==> src/rtl/burst_seq_pkg.sv <==
package burst_seq_pkg;

    localparam int BEAT_W = 2;

    typedef enum logic [2:0] {
        ST_IDLE = 3'd0,
        ST_B0   = 3'd1,
        ST_B1   = 3'd2,
        ST_B2   = 3'd3,
        ST_B3   = 3'd4
    } seq_state_e;

endpackage

==> src/rtl/burst_fsm.sv <==
module burst_fsm
    import burst_seq_pkg::*;
(
    input  logic              clk,
    input  logic              rst,
    input  logic              load,
    input  logic              load_sel,
    input  logic              adv,
    output logic [BEAT_W-1:0] beat,
    output logic              sel
);

    seq_state_e st_q;
    seq_state_e st_d;

    // state register
    always_ff @(posedge clk) begin
        if (rst) begin
            st_q <= ST_IDLE;
        end else begin
            st_q <= st_d;
        end
    end

    // next state: load beats advance
    always_comb begin
        st_d = st_q;
        if (load) begin
            st_d = load_sel ? ST_B0 : ST_IDLE;       // load_sel / load_desel
        end else if (adv) begin
            unique case (st_q)
                ST_IDLE: st_d = ST_IDLE;             // hold while deselected
                ST_B0:   st_d = ST_B1;               // step
                ST_B1:   st_d = ST_B2;
                ST_B2:   st_d = ST_B3;
                ST_B3:   st_d = ST_B0;               // wrap
                default: st_d = ST_IDLE;
            endcase
        end
    end

    // outputs decoded from state
    always_comb begin
        beat = '0;
        sel  = 1'b0;
        unique case (st_q)
            ST_IDLE: begin beat = 2'd0; sel = 1'b0; end
            ST_B0:   begin beat = 2'd0; sel = 1'b1; end
            ST_B1:   begin beat = 2'd1; sel = 1'b1; end
            ST_B2:   begin beat = 2'd2; sel = 1'b1; end
            ST_B3:   begin beat = 2'd3; sel = 1'b1; end
            default: begin beat = 2'd0; sel = 1'b0; end
        endcase
    end

endmodule

==> src/rtl/addr_capture.sv <==
module addr_capture #(
    parameter int ADDR_W = 17,
    parameter int LOW_W  = 2
) (
    input  logic              clk,
    input  logic              rst,
    input  logic              load,
    input  logic [ADDR_W-1:0] addr_in,
    input  logic              ord_in,
    output logic [ADDR_W-LOW_W-1:0] hi_q,
    output logic [LOW_W-1:0]  base_q,
    output logic              ord_q
);

    always_ff @(posedge clk) begin
        if (rst) begin
            hi_q   <= '0;
            base_q <= '0;
            ord_q  <= 1'b0;
        end else if (load) begin
            hi_q   <= addr_in[ADDR_W-1:LOW_W];
            base_q <= addr_in[LOW_W-1:0];
            ord_q  <= ord_in;
        end
    end

endmodule

==> src/rtl/order_gen.sv <==
module order_gen #(
    parameter int LOW_W = 2
) (
    input  logic [LOW_W-1:0] base,
    input  logic [LOW_W-1:0] beat,
    input  logic             ilv,
    output logic [LOW_W-1:0] low
);

    logic [LOW_W-1:0] low_x;
    logic [LOW_W-1:0] low_l;

    assign low_x = base ^ beat;       // interleaved
    assign low_l = base + beat;       // linear, wraps modulo 2**LOW_W
    assign low   = ilv ? low_x : low_l;

endmodule

==> src/rtl/burst_addr_seq.sv <==
module burst_addr_seq
    import burst_seq_pkg::*;
#(
    parameter int ADDR_W = 17
) (
    input  logic              clk,
    input  logic              rst,
    input  logic [ADDR_W-1:0] addr_in,
    input  logic              strb_cpu,
    input  logic              strb_ctl,
    input  logic              adv,
    input  logic              ord_ilv,
    input  logic              en_a,
    input  logic              en_b,
    input  logic              en_c_n,
    output logic [ADDR_W-1:0] mem_addr,
    output logic              mem_sel
);

    localparam int HI_W = ADDR_W - BEAT_W;

    logic              load;
    logic              load_sel;
    logic [BEAT_W-1:0] beat;
    logic [HI_W-1:0]   hi_q;
    logic [BEAT_W-1:0] base_q;
    logic              ord_q;
    logic [BEAT_W-1:0] low;

    assign load     = strb_ctl | (strb_cpu & en_a);
    assign load_sel = en_a & en_b & ~en_c_n;

    burst_fsm u_fsm (
        .clk      (clk),
        .rst      (rst),
        .load     (load),
        .load_sel (load_sel),
        .adv      (adv),
        .beat     (beat),
        .sel      (mem_sel)
    );

    addr_capture #(.ADDR_W(ADDR_W), .LOW_W(BEAT_W)) u_cap (
        .clk     (clk),
        .rst     (rst),
        .load    (load),
        .addr_in (addr_in),
        .ord_in  (ord_ilv),
        .hi_q    (hi_q),
        .base_q  (base_q),
        .ord_q   (ord_q)
    );

    order_gen #(.LOW_W(BEAT_W)) u_ord (
        .base (base_q),
        .beat (beat),
        .ilv  (ord_q),
        .low  (low)
    );

    assign mem_addr = {hi_q, low};

endmodule

==> config.mk <==
export PLATFORM = sky130hd
export DESIGN_NAME = burst_addr_seq
export DESIGN_NICKNAME = d
export VERILOG_FILES = /design/src/rtl/burst_seq_pkg.sv /design/src/rtl/burst_fsm.sv /design/src/rtl/addr_capture.sv /design/src/rtl/order_gen.sv /design/src/rtl/burst_addr_seq.sv
export SDC_FILE = /design/constraint.sdc
export NUM_CORES = 1
export LEC_CHECK = 0
export ABC_AREA = 1
export BUFFER_PORTS_ARGS = -buffer_cell sky130_fd_sc_hd__buf_4
export CORE_AREA = 3 3 50 52
export DETAILED_ROUTE_END_ITERATION = 10
export DIE_AREA = 0 0 53 55
export PLACE_DENSITY = 0.74
export SKIP_LAST_GASP = 1
export SYNTH_ARGS = -nofsm -noshare
export SYNTH_HDL_FRONTEND = slang
export SYNTH_SLANG_ARGS = --single-unit
==> constraint.sdc <==
create_clock -name clk -period 1.7 [get_ports clk]
set_input_delay 0.34 -clock clk [delete_from_list [all_inputs] [get_ports clk]]
set_output_delay 0.34 -clock clk [all_outputs]
set_load 0.01 [all_outputs]
==> out/metrics.csv <==
metric,value,unit
CTS Buf Count,3,
first-pass GRT wire length,3.42,mm
Setup TNS Final,-0.284,ns
"Warnings, synthesis",0,
Worst setup EP type,primary output,
Synth area leaders,"dfxtp_1, nor2_1, o21ai_0, nand2_1, inv_1",
worst path cell trace,nor2_4 > nand2_1 > nand2_2 > ha_4 > nand2_2 > xor2_1 > inv_1 > nand2_1 > nand2_1 > buf_6,
CTS sink count,21,
Mapped Area,915,um2
Min-Delay Path Class,in -> reg,
WP data required,1.36,ns
final period utilization,117,%
"Slowest-stage cell, CP",dfxtp_2,
total die area,2920,um2
largest net degree at the start of global routing,22,
total gr overflow,0,
Power Total,1040,uW
# diodes,0,
"area leader, netlist",dfxtp_1,
unrepaired setup endpoints after global routing,yes,
starting density of the core,42.6,%
Ports,44,
Fin. Hold Viols,0,
leakage,0.000645,uW
Tmin final,1.98,ns
design area,1320,um2
Crit Path Max Fanout,5,
max-slew violations,0,
status,"finished, violations left",
syn_nets,150,
vias in the first global route,802,
actual slew at the worst max-slew pin,0.382,ns
CP bufs+invs,2,
"most common cell after layout, fill and taps aside",buf_4,
Pre-antenna DRT Iters,2,
CP Data Arrival Time,1.64,ns
clock buffer depth,2,
Worst-Skew Late Latency,0.31,ns
"Core Util, Final",61.3,%
routed vias,905,
VDD IR max,0.000502,V
Max Clk Rate,504,MHz
vias per inst,4.62,
core area,2150,um2
Max transition margin,74.5,%
Buffers on Ports,43,
"Net count, final",196,
share of layout cells above drive strength 1,39.9,%
DR iter-0 viols,3,
H-tree depth,1,
chip height,55,um
Worst path top cell family by delay,flip-flops,
die width,53,um
dpl hpwl,1.61,mm
Max Cap Violations,0,
"Distinct cells, synth",21,
final WL,2.28,mm
Seq cells post-synth,21,
ANT nets after route,0,
PD cells,789,nW/um2
WL/cell,11.6,um
global placement routability congestion,0.705,
Setup crit start kind,flip-flop,
final worst setup slack,-0.284,ns
synthesis-to-layout area growth,43.9,%
placed cell area,1220,um2
row cnt,17,
Setup Crit Path Kind,reg -> out,
gr usage total,15.6,%
root buf cell,clkbuf_4,
syn avg cell area,7.44,um2
critical path's largest stage delay,0.41,ns
failing checks,setup timing,
CTS clock-pin slew for the worst setup and hold paths,0.13,ns
sequential share of the synthesized area,46.0,%
CTS tree,built,
CP most frequent cell,nand2_1,
final setup violation count,1,
CTS hold repair buffers,0,
initial antenna violation count,0,
most frequent cells in the layout,"buf_4, nor2_1, o21ai_0, dfxtp_1, nand2_1",
top cell type's share of synthesized area,46.0,%
DRC Markers,0,
Post-Syn Instances,123,
clock skew,0.00474,ns
==> path summary, 6_finish.rpt <==
| path | start | to | slack, ns | depth (start not counted) |
|---|---|---|---|---|
| max | u_fsm.st_q[1] | mem_addr[1] | -0.28 | 10 |
| max reg2reg | u_fsm.st_q[0] | u_fsm.st_q[0] | 0.70 | 6 |
| min | addr_in[9] | u_cap.hi_q[7] | 0.24 | 3 |
| min reg2reg | u_cap.ord_q | u_cap.ord_q | 0.49 | 2 |
==> area by class of cell <==
class,count,area (um2)
tap,28,35.0
fill,209,832
sequential,21,424
clock buffer,3,22.5
inverter,11,46.3
timing repair buffer,48,368
clock inverter,1,7.51
multi-input combinational,84,413
==> layer usage <==
layer / vias to the layer above / share of wire [%] / GRT usage [%]
met5: - / 0 / 0
met4: 0 / 0 / 2.13
met3: 0 / 3.9 / 4.83
met2: 20 / 56 / 28.9
met1: 409 / 40 / 18.1
li1: 476 / - / -
==> cell usage after synthesis, drive strengths merged <==
| library cell | instances |
|---|---|
| ha | 1 |
| clkbuf | 3 |
| o21ai | 20 |
| inv | 11 |
| nand3 | 2 |
| nor3 | 1 |
| a21oi | 3 |
| a211oi | 1 |
| xor2 | 1 |
| nand3b | 1 |
| dfxtp | 21 |
| buf | 4 |
| nand2 | 18 |
| nor2 | 36 |
==> per-stage QoR <==
| step | cells | worst slack, ns | hold WS (ns) |
|---|---|---|---|
| finish | 196 | -0.284 | 0.239 |
| global route | 196 | -0.409 | 0.218 |
| CTS | 195 | -0.245 | 0.227 |
| detailed placement | 188 | 0.0188 | 0.460 |
| global placement | 188 | 0.0962 | 0.451 |
| floorplan | 123 | 0.220 | 0.434 |
==> kinds of logic (layout without fill, tap and decap cells) <==
kind of cell | Yosys count | count (layout) | synth area share, %
AO/OA/AOI/OAI | 24 | 24 | 14.6
XOR/XNOR | 1 | 1 | 0.958
adder cells (fa/ha/maj) | 1 | 1 | 1.37
buffers and inverters | 18 | 63 | 11.6
flip-flops | 21 | 21 | 46.0
AND/OR/NAND/NOR | 58 | 58 | 25.4
==> report_power, final <==
part           internal [uW]  leakage [uW]  total [uW]  switching (uW)
Clock                   89.8     0.0000139         255             165
Sequential               529      0.000176         548            19.2
Combinational            123      0.000455         235             112
==> timing repair <==
item                       CTS  global route
gates cloned                 0             0
gates resized for setup      6             6
setup endpoints to repair    2             3
pin swaps                    4             2
setup buffers                3             1
hold endpoints to repair     0             0
==> worst register-to-register path, stage by stage, from the launching register on <==
cell and delay, ns:
dfxtp_2 0.36, nor2_4 0.11, nand2_1 0.08, nand2_2 0.11
buf_4 0.12, nand2_2 0.04, a21oi_2 0.12
==> sequential cells by signal (all words and copies together), names as in the netlist <==
name / count
u_cap.ord_q: 1
u_cap.base_q: 2
u_cap.hi_q: 15
u_fsm.st_q: 3
No activity file was read; power rests on OpenSTA's default activity.
